--- src/rtl/led_pwm_pkg.sv ---
package led_pwm_pkg;

    typedef enum logic [1:0] {
        CH_OFF = 2'b00,
        CH_ON  = 2'b01,
        CH_IND = 2'b10,
        CH_MIX = 2'b11
    } ch_mode_e;

    typedef struct packed {
        logic frame_end;
        logic grp_wrap;
    } tick_t;

    function automatic logic mode_drive(ch_mode_e m, logic own_on, logic grp_on);
        case (m)
            CH_ON:   return 1'b1;
            CH_IND:  return own_on;
            CH_MIX:  return own_on & grp_on;
            default: return 1'b0;
        endcase
    endfunction

endpackage

--- src/rtl/led_pwm_timebase.sv ---
module led_pwm_timebase
    import led_pwm_pkg::*;
#(
    parameter int BW          = 8,
    parameter int DIM_PRE_W   = 9,
    parameter int BLINK_PRE_W = 4
) (
    input  logic          clk,
    input  logic          rst,
    input  logic          blink_en,
    input  logic [BW-1:0] grp_period,
    output logic [BW-1:0] cnt,
    output logic [BW-1:0] gcnt,
    output tick_t         ticks
);
    localparam int PW = (DIM_PRE_W > BLINK_PRE_W) ? DIM_PRE_W : BLINK_PRE_W;

    logic [PW-1:0] pre;
    logic [BW-1:0] stepcnt;
    logic frame_end, dim_step, blink_tick, blink_step, step;

    always_comb begin
        frame_end  = &cnt;
        dim_step   = frame_end && (&pre[DIM_PRE_W-1:0]);
        blink_tick = frame_end && (&pre[BLINK_PRE_W-1:0]);
        blink_step = blink_tick && (stepcnt >= grp_period);
        step       = blink_en ? blink_step : dim_step;
        ticks.frame_end = frame_end;
        ticks.grp_wrap  = step && (&gcnt);
    end

    always_ff @(posedge clk) begin
        if (rst) begin
            cnt     <= '0;
            pre     <= '0;
            stepcnt <= '0;
            gcnt    <= '0;
        end else begin
            cnt <= cnt + 1'b1;
            if (frame_end) pre <= pre + 1'b1;
            if (blink_tick) stepcnt <= (stepcnt >= grp_period) ? '0 : stepcnt + 1'b1;
            if (step) gcnt <= gcnt + 1'b1;
        end
    end

    // group steps only advance on a channel-period boundary
    assert_group_step_on_frame_R5: assert property (@(posedge clk) disable iff (rst)
        !frame_end |=> $stable(gcnt));

endmodule

--- src/rtl/led_group_pwm.sv ---
module led_group_pwm #(
    parameter int BW = 8
) (
    input  logic          clk,
    input  logic          rst,
    input  logic [BW-1:0] gcnt,
    input  logic          grp_wrap,
    input  logic [BW-1:0] grp_duty,
    output logic          grp_on
);
    logic [BW-1:0] duty_q;

    always_ff @(posedge clk) begin
        if (rst)           duty_q <= '1;
        else if (grp_wrap) duty_q <= grp_duty;
    end

    assign grp_on = gcnt < duty_q;

    assert_duty_held_R9: assert property (@(posedge clk) disable iff (rst)
        !grp_wrap |=> $stable(duty_q));

endmodule

--- src/rtl/led_channel.sv ---
module led_channel
    import led_pwm_pkg::*;
#(
    parameter int BW = 8
) (
    input  logic          clk,
    input  logic          rst,
    input  logic [BW-1:0] cnt,
    input  logic          frame_end,
    input  logic          grp_on,
    input  logic          oe_n,
    input  ch_mode_e      mode_in,
    input  logic [BW-1:0] bri_in,
    output logic          led_n
);
    ch_mode_e      mode_q;
    logic [BW-1:0] bri_q;
    logic          on;

    always_comb on = mode_drive(mode_q, cnt < bri_q, grp_on);

    always_ff @(posedge clk) begin
        if (rst) begin
            mode_q <= CH_OFF;
            bri_q  <= '0;
            led_n  <= 1'b1;
        end else begin
            if (frame_end) begin
                mode_q <= mode_in;
                bri_q  <= bri_in;
            end
            led_n <= ~(on & ~oe_n);
        end
    end

    assert_latch_on_frame_R8: assert property (@(posedge clk) disable iff (rst)
        !frame_end |=> ($stable(mode_q) && $stable(bri_q)));

    assert_off_mode_dark_R3: assert property (@(posedge clk) disable iff (rst)
        (mode_q == CH_OFF) |=> led_n);

    assert_blank_on_oe_R7: assert property (@(posedge clk) disable iff (rst)
        oe_n |=> led_n);

    assert_zero_bri_dark_R2: assert property (@(posedge clk) disable iff (rst)
        ((mode_q == CH_IND || mode_q == CH_MIX) && bri_q == '0) |=> led_n);

endmodule

--- src/rtl/led_dimmer_bank.sv ---
module led_dimmer_bank
    import led_pwm_pkg::*;
#(
    parameter int NUM_CH      = 24,
    parameter int BW          = 8,
    parameter int DIM_PRE_W   = 9,
    parameter int BLINK_PRE_W = 4
) (
    input  logic                 clk,
    input  logic                 rst,
    input  logic                 oe_n,
    input  logic [NUM_CH*2-1:0]  chan_mode,
    input  logic [NUM_CH*BW-1:0] chan_bri,
    input  logic [BW-1:0]        grp_duty,
    input  logic [BW-1:0]        grp_period,
    input  logic                 blink_en,
    output logic [NUM_CH-1:0]    led_n
);
    logic [BW-1:0] cnt, gcnt;
    tick_t         ticks;
    logic          grp_on;

    led_pwm_timebase #(.BW(BW), .DIM_PRE_W(DIM_PRE_W), .BLINK_PRE_W(BLINK_PRE_W)) u_tb (
        .clk(clk), .rst(rst), .blink_en(blink_en), .grp_period(grp_period),
        .cnt(cnt), .gcnt(gcnt), .ticks(ticks)
    );

    led_group_pwm #(.BW(BW)) u_grp (
        .clk(clk), .rst(rst), .gcnt(gcnt), .grp_wrap(ticks.grp_wrap),
        .grp_duty(grp_duty), .grp_on(grp_on)
    );

    for (genvar i = 0; i < NUM_CH; i++) begin : g_ch
        led_channel #(.BW(BW)) u_ch (
            .clk(clk), .rst(rst), .cnt(cnt), .frame_end(ticks.frame_end),
            .grp_on(grp_on), .oe_n(oe_n),
            .mode_in(ch_mode_e'(chan_mode[2*i +: 2])),
            .bri_in(chan_bri[BW*i +: BW]),
            .led_n(led_n[i])
        );
    end

    assert_reset_dark_R1: assert property (@(posedge clk) rst |=> (&led_n));

endmodule

--- config.mk ---
export PLATFORM = sky130hd
export DESIGN_NAME = led_dimmer_bank
export DESIGN_NICKNAME = d
export VERILOG_FILES = /design/src/rtl/led_pwm_pkg.sv /design/src/rtl/led_pwm_timebase.sv /design/src/rtl/led_group_pwm.sv /design/src/rtl/led_channel.sv /design/src/rtl/led_dimmer_bank.sv
export SDC_FILE = /design/constraint.sdc
export NUM_CORES = 1
export LEC_CHECK = 0
export CAP_MARGIN = 20
export CORE_MARGIN = 4
export CORE_UTILIZATION = 40
export CTS_BUF_LIST = sky130_fd_sc_hd__clkbuf_8
export DETAILED_ROUTE_END_ITERATION = 7
export DONT_BUFFER_PORTS = 1
export HOLD_SLACK_MARGIN = 0.15
export PLACE_DENSITY = 0.56
export SKIP_LAST_GASP = 1
export SLEW_MARGIN = 20
export SYNTH_ARGS = -nofsm -noshare
export SYNTH_HDL_FRONTEND = slang
export SYNTH_SLANG_ARGS = --single-unit
--- constraint.sdc ---
create_clock -name clk -period 3.3 [get_ports clk]
set_clock_uncertainty 0.2 [all_clocks]
set_input_delay 0.165 -clock clk [delete_from_list [all_inputs] [get_ports clk]]
set_output_delay 0.165 -clock clk [all_outputs]
set_load 0.05 [all_outputs]
==> metrics.txt, run 1 <==
height of the chip=207 µm; Top-Level Pins=284; routability cong.=0.813; number of input and output port buffers inserted=0; Yosys reg bits=305; number of setup buffers added after CTS=0; leading cell types by count after synthesis=572 x nand2_1, 311 x a21oi_1, 305 x dfxtp_1; synthesized area per cell=7.75 µm²; maximum clock path buffer count=3; number of buffers inserted for hold repair after clock tree synthesis=512; count of mapped cells out of synthesis=2042; cell type with the highest aggregate area in the netlist=dfxtp_1; Detailed Place HPWL=29700 µm; clock tree root buffer cell=clkbuf_8; Yosys warning total=0; portion of synthesized cell area occupied by the leading cell type=38.6%; FP Rows=72; leading post-synthesis cells by cell area=dfxtp_1 39%, ha_1 15%, nand2_1 14%, a21oi_1 9.8%, inv_1 4.5%; library cells used by synthesis=47; Initial Utilization=40.7%; CTS resizes=0; Stop Error=[ERROR RSZ-0060] Max buffer count reached.; EDFF count, synth=0; predominant post-synthesis flop cell=dfxtp_1; halt point of the flow=clock tree synthesis (4_1_cts); CTS Sinks=305; result of the run=did not finish; level count of the clock H-tree=2; Post-synth ARST share=0%; number of clock buffers inserted by TritonCTS=56; horizontal die dimension=207 µm; area of the mapped netlist=15800 µm²; most numerous cell in the Yosys netlist=nand2_1; Seq/Total Area, Yosys=38.6%; Post-Synthesis Net Count=2490
through the flow:
step	utilization, %	area (µm²)	hold WS [ns]	instances	setup slack, ns
after detailed placement	41.3	16100	0.0641	2454	0.717
after global placement	41.3	16100	0.0619	2454	0.725
after floorplan	-	15800	0.101	2042	0.763
kinds of logic after synthesis:
kind of cell	Yosys count	synth area share (%)
and+or+nand+nor	807	22.1
muxes	9	0.569
xor gates and xnor gates	11	0.609
DFF	305	38.6
AOI/OAI and AO/OA	410	14.9
buffers and inverters	312	8.37
adders and majority gates	188	14.9
==> run 2: changes to the inputs <==
--- a/config.mk
+++ b/config.mk
@@ -7,12 +7,10 @@
 export LEC_CHECK = 0
 export CAP_MARGIN = 20
 export CORE_MARGIN = 4
-export CORE_UTILIZATION = 40
-export CTS_BUF_LIST = sky130_fd_sc_hd__clkbuf_8
+export CORE_UTILIZATION = 25
 export DETAILED_ROUTE_END_ITERATION = 7
 export DONT_BUFFER_PORTS = 1
-export HOLD_SLACK_MARGIN = 0.15
-export PLACE_DENSITY = 0.56
+export PLACE_DENSITY_LB_ADDON = 0.15
 export SKIP_LAST_GASP = 1
 export SLEW_MARGIN = 20
 export SYNTH_ARGS = -nofsm -noshare
==> run 2 against run 1 <==
Against the previous run:
- the flow now finishes without violations
- synthesized cell count is the same
- synthesized area unchanged
==> metrics.txt, run 2 <==
Top-Level Pins=284; Pre-antenna DRT Iters=7; result of the run=finished clean; area delta synth->final=34.0%; top fanout value on the critical path=44; Post-DRT Antenna Nets=0; number of input and output port buffers inserted=0; EDFF count, synth=0; Total Neg Setup Slack=0 ns; number of clock buffers inserted by TritonCTS=41; synthesized-area fraction occupied by ao, oa, aoi and oai cells=14.9%; leading cell types by count after synthesis=572 x nand2_1, 311 x a21oi_1, 305 x dfxtp_1; commonest non-fill, non-tap cells in the layout=572 x nand2_1, 318 x dlygate4sd3_1, 311 x a21oi_1; leading cell type in the layout, fill and taps excluded=nand2_1; routability cong.=0.761; area of the mapped netlist=15800 µm²; number of max-cap violations=0; fraction of final layout cells sized beyond drive strength 1=4.87%; timing-limited maximum frequency=0.329 GHz; Hold/Removal Path Class=input pin to flip-flop; simple-gate share of the synthesized area=22.1%; library cells used by synthesis=47; worst-case hold slack=0.0346 ns; Fill cells=6653; clock insertion delay at the later pin of the skew report=0.56 ns; average detailed-routed wire length per instance=17.3 µm; antenna violations before repair=10; leakage power=7.94 nW; nets=2759; detailed-routing wirelength on met1=25800 µm; xor/xnor cell area share of the yosys netlist=0.609%; Yosys warning total=0; CP required=3.59 ns; Seq/Total Area, Yosys=38.6%; DRC errors left=0; grt total ovfl=0; category of the critical setup timing path=flip-flop to flip-flop; via count of the first global-routing pass=14700; adder-cell share of the synthesized area=14.9%; count of mapped cells out of synthesis=2042; number of flip-flops in the largest register=192; cell type with the highest aggregate area in the netlist=dfxtp_1; Final Max Tran Viols=0; area of combinational cells with multiple inputs=8420 µm²; stage delay of the slowest cell on the critical path=0.56 ns; critical path startpoint category=flip-flop; synthesized area per cell=7.75 µm²; wire length reported by the detailed router=55200 µm; Initial Utilization=25.4%; unrepaired setup endpoints after global routing=false; final count of hold timing violations=0; CP max-delay cell=dlygate4sd3_1; height of the chip=260 µm; most numerous cell in the Yosys netlist=nand2_1; total power density per cell area=413 nW/µm²; combinational family with the most area after synthesis=simple AND/OR/NAND/NOR gates; Total Die Area=67400 µm²; Top Registers=g_ch.u_ch.bri_q x192, g_ch.u_ch.mode_q x48, g_ch.u_ch.led_n x24; Post-synth ARST share=0%; predominant post-synthesis flop cell=dfxtp_1; DR WL met2=25500 µm; first-pass GRT wire length=83400 µm; Max IR drop VDD=0.280 mV; sort of element at the end of the critical path=flip-flop; final critical-path share of the clock period=92.2%; Total Routing Usage GR=15.8%; Worst EP arrival=3.34 ns; level count of the clock H-tree=2; routed wl met3=2570 µm; clock-pin transition on the worst setup and hold timing paths=0.06 ns; FP Rows=91; Max Used Layer=met5; clock tree from TritonCTS=built; transition time at the pin with the least slew margin=0.877 ns; Core Area=62200 µm²; worst slew slack as a fraction of its limit=41.6%; horizontal die dimension=260 µm; Vias=14500; mux cell area share after synthesis=0.569%; CTS Sinks=305; post-layout min period=3.04 ns; initial DRC count=645; register with the highest flop count=g_ch.u_ch.bri_q; maximum number of pins on one net before global-route repair=167; maximum clock path buffer count=3; cell chain of the critical path=ha_1, nand4_2, or2_4, buf_4, nand2_1, a21oi_1, dlygate4sd3_1; leading post-synthesis cells by cell area=dfxtp_1 39%, ha_1 15%, nand2_1 14%, a21oi_1 9.8%, inv_1 4.5%; overall power consumption=8.76 mW; sequential cell area=6120 µm²; final setup violation count=0; DR vias/cell=4.55; clock tree root buffer cell=clkbuf_16; Detailed Place HPWL=34900 µm; Yosys reg bits=305; Post-Synthesis Net Count=2490; portion of synthesized cell area occupied by the leading cell type=38.6%
## run 2: cell counts after synthesis
Identical to the previous run, type by type.
## run 2: repair_timing
item	4_1_cts	5_1_grt
hold buffers	319	0
hold endpoints to repair	297	0
endpoints found under the setup margin	0	67
buffers inserted	0	3
gates resized for setup	0	2
## run 2: cell families after synthesis
family	after synthesis
AND/OR/NAND/NOR	807
AO/OA/AOI/OAI	410
buffers and inverters	312
flip-flops	305
adder cells (fa/ha/maj)	188
XOR/XNOR	11
multiplexers	9
## run 2: area by class of cell
cell class / count / share of cell area, %
Tap cell: 837 / 4.94
Clock buffer: 62 / 5.79
Inverter: 190 / 3.36
Multi-Input combinational cell: 1426 / 39.7
Antenna cell: 8 / 0.0944
Sequential cell: 305 / 28.9
Clock inverter: 11 / 0.655
Timing Repair Buffer: 347 / 16.6
## run 2: metrics by stage
step | instance area, µm² | worst slack [ns] | util (%) | instances
final | 21200 | 0.257 | 34.1 | 3186
after floorplan | 15800 | 0.763 | - | 2042
after CTS | 21100 | 0.0437 | 34.0 | 3173
after global routing | 21200 | 0.0419 | 34.1 | 3183
after global placement | 16500 | 0.629 | 26.6 | 2781
after detailed placement | 16500 | 0.591 | 26.6 | 2781
## run 2: critical path, delay by kind of cell (launching register included)
family,cells,cell delay [ns]
compound gates,1,0.16
fa+ha+maj,1,0.29
buf+inv,2,1.05
flops,1,0.43
simple gates,3,0.80
## run 2: worst paths after layout
path	from	endpoint	slack [ns]	cells past startpoint
worst min-delay path	blink_en	u_tb.gcnt[1]$_SDFFE_PP0P_	0.03	5
worst max-delay path	u_tb.cnt[0]$_SDFF_PP0_	g_ch[20].u_ch.bri_q[5]$_SDFFE_PP0P_	0.26	7
worst min register to register	g_ch[15].u_ch.bri_q[2]$_SDFFE_PP0P_	g_ch[15].u_ch.bri_q[2]$_SDFFE_PP0P_	0.25	2
worst max register to register	u_tb.cnt[0]$_SDFF_PP0_	g_ch[20].u_ch.bri_q[5]$_SDFFE_PP0P_	0.26	7
## run 2: report_power, final
| group | internal (mW) | switching (mW) |
|---|---|---|
| registers | 3.69 | 0.0153 |
| logic | 0.268 | 0.233 |
| clock network | 2.79 | 1.77 |
| total | 6.75 | 2.01 |
## run 2: layer usage
| metal | vias to the layer above | global-route usage, % |
|---|---|---|
| li1 | 7328 | - |
| met1 | 6789 | 20.5 |
| met2 | 296 | 26.6 |
| met3 | 86 | 3.17 |
| met4 | 2 | 4.69 |
| met5 | - | 0 |
Note: power is estimated with default switching activity, not from simulation.
==> run 3: changes to the inputs <==
--- a/config.mk
+++ b/config.mk
@@ -6,8 +6,10 @@
 export NUM_CORES = 1
 export LEC_CHECK = 0
 export CAP_MARGIN = 20
+export CELL_PAD_IN_SITES_DETAIL_PLACEMENT = 0
+export CELL_PAD_IN_SITES_GLOBAL_PLACEMENT = 2
 export CORE_MARGIN = 4
-export CORE_UTILIZATION = 25
+export CORE_UTILIZATION = 37
 export DETAILED_ROUTE_END_ITERATION = 7
 export DONT_BUFFER_PORTS = 1
 export PLACE_DENSITY_LB_ADDON = 0.15
==> run 3 against run 2 <==
Against the previous run:
- hold slack improved by 0.0031 ns
- sequential share of layout area up 0.73 points
- design area decreased by 2.5%
- critical path type unchanged
- register-to-register slack barely moved
- maximum frequency up 0.39%
- count of clock-buffer cells in the layout down 3
- setup slack better by 0.012 ns
- final cell count fell by 9.6%
- highest routed layer unchanged
- sequential cell count stayed put
==> metrics.txt, run 3 (same netlist as run 2, synthesis figures left out) <==
result of the run=finished clean; final setup violation count=0; number of input and output port buffers inserted=0; Top Registers=g_ch.u_ch.bri_q x192, g_ch.u_ch.mode_q x48, g_ch.u_ch.led_n x24; clock tree root buffer cell=clkbuf_16; top fanout value on the critical path=16; routability cong.=0.756; Critical Path Start=u_tb.cnt[3]$_SDFF_PP0_; Post-DRT Antenna Nets=0; Total Die Area=46100 µm²; timing-limited maximum frequency=0.330 GHz; critical path startpoint category=flip-flop; proportion of power drawn by combinational gates=5.9%; DR vias/cell=4.99; area delta synth->final=30.7%; Worst EP arrival=3.31 ns; first-pass GRT wire length=78700 µm; path depth of the worst reg2reg path=6; net switching power=1.90 mW; maximum number of pins on one net before global-route repair=164; total power density per cell area=401 nW/µm²; Total Routing Usage GR=21.1%; Core Area=42100 µm²; number of flip-flops in the largest register=192; worst slew slack as a fraction of its limit=36.8%; Fill cells=4190; Total Neg Setup Slack=0 ns; fraction of final layout cells sized beyond drive strength 1=4.45%; leakage power=7.88 nW; via count of the first global-routing pass=14400; R2R Path Start=u_tb.cnt[3]$_SDFF_PP0_; setup slack after layout=0.269 ns; R2R Path End=u_tb.gcnt[6]$_SDFFE_PP0P_; wire length reported by the detailed router=49500 µm; Initial Utilization=37.5%; category of the critical setup timing path=flip-flop to flip-flop; clock network fraction of total power=49.4%; clock insertion delay at the later pin of the skew report=0.55 ns; register with the highest flop count=g_ch.u_ch.bri_q; CTS Sinks=305; final count of hold timing violations=0; Detailed Place HPWL=30900 µm; clock-pin transition on the worst setup and hold timing paths=0.05 ns; number of setup buffers added after CTS=0; maximum clock path buffer count=3; Max IR drop VDD=0.309 mV; height of the chip=215 µm; switching power as a share of total power=22.9%; proportion of power drawn by flip-flops and latches=44.6%; transition time at the pin with the least slew margin=0.948 ns; horizontal die dimension=215 µm; initial DRC count=704; post-layout min period=3.03 ns; Top-Level Pins=284; commonest non-fill, non-tap cells in the layout=572 x nand2_1, 325 x dlygate4sd3_1, 311 x a21oi_1; Vias=14400; Pre-antenna DRT Iters=5; clock tree from TritonCTS=built; nets=2756; leading cell type in the layout, fill and taps excluded=nand2_1; CP required=3.58 ns; sort of element at the end of the critical path=flip-flop; level count of the clock H-tree=2; grt total ovfl=0; final critical-path share of the clock period=91.9%; termination of the worst setup path=u_tb.gcnt[6]$_SDFFE_PP0P_; DRC errors left=0; antenna violations before repair=7; sequential cell area=6120 µm²; register-to-register setup slack=0.27 ns; FP Rows=75; average detailed-routed wire length per instance=17.2 µm; overall power consumption=8.30 mW; pre-CTS setup slack=0.512 ns; number of max-cap violations=0; number of clock buffers inserted by TritonCTS=38; Final Max Tran Viols=0; area of combinational cells with multiple inputs=8410 µm²; Hold/Removal Path Class=input pin to flip-flop; Power Internal=6.40 mW; unrepaired setup endpoints after global routing=false
[run 3: cell types whose count changed in the layout (fill, tap and decap cells not counted), sizes merged, moves of 3 or more]
cell	before	now
buf	28	23
bufinv	3	0
clkbuf	63	59
clkinv	5	9
diode	8	5
dlygate4sd3	318	325
[run 3: how the worst min path moves through the flow]
stage,endpoint,start,cells after the start
6_report,u_tb.gcnt[1]$_SDFFE_PP0P_,blink_en,5
5_1_grt,u_tb.gcnt[7]$_SDFFE_PP0P_,rst,2
4_1_cts,u_tb.gcnt[1]$_SDFFE_PP0P_,blink_en,5
3_5_place_dp,g_ch[18].u_ch.bri_q[3]$_SDFFE_PP0P_,rst,1
3_3_place_gp,g_ch[18].u_ch.bri_q[3]$_SDFFE_PP0P_,rst,1
2_1_floorplan,g_ch[0].u_ch.bri_q[0]$_SDFFE_PP0P_,chan_bri[0],2
[run 3: worst max-delay path, cell delays in order (launching register included)]
cell,delay [ns]
dfxtp_2,0.69
nand3_2,0.33
nor2_4,0.28
nand2_2,0.23
or4_1,0.52
a21oi_1,0.15
dlygate4sd3_1,0.56
[run 3: layer usage]
layer | routed length, µm | global-route usage (%) | vias to the layer above
met2 | 22500 | 33.7 | 305
met4 | 1150 | 6.12 | 4
met1 | 23300 | 28.9 | 6672
met3 | 2530 | 4.19 | 79
met5 | 27 | 0 | -
li1 | - | - | 7316
[run 3: what timing repair did]
item	in CTS	in global routing
endpoints found under the hold margin	297	0
hold buffers	326	0
gates resized for setup	0	1
endpoints found under the setup margin	0	11
[run 3: final cells by class]
cell class              instances  share of cell area, %
flip-flops and latches        305                   29.6
diodes                          5                 0.0605
clock buffers                  59                   5.68
well taps                     539                   3.26
multi-input cells            1425                   40.7
inverters                     190                   3.45
repair buffers                348                   17.0
clock inverters                10                  0.254
[run 3: power groups by stage]
stage	clock, mW	combinational, mW	sequential [mW]
finish	4.10	0.491	3.70
global route	4.39	0.548	3.70
CTS	4.24	0.496	3.70
detailed placement	0	0.242	3.79
global placement	0	0.238	3.79
floorplan	0	0.201	3.78
[run 3: stage by stage]
step | hold slack [ns] | utilization [%] | instances | instance area (µm²)
global route | 0.0494 | 49.1 | 2881 | 20700
CTS | 0.00444 | 49.0 | 2876 | 20700
floorplan | 0.101 | - | 2042 | 15800
global placement | 0.0670 | 38.3 | 2481 | 16200
detailed placement | 0.0535 | 38.3 | 2481 | 16200
finish | 0.0377 | 49.1 | 2881 | 20700
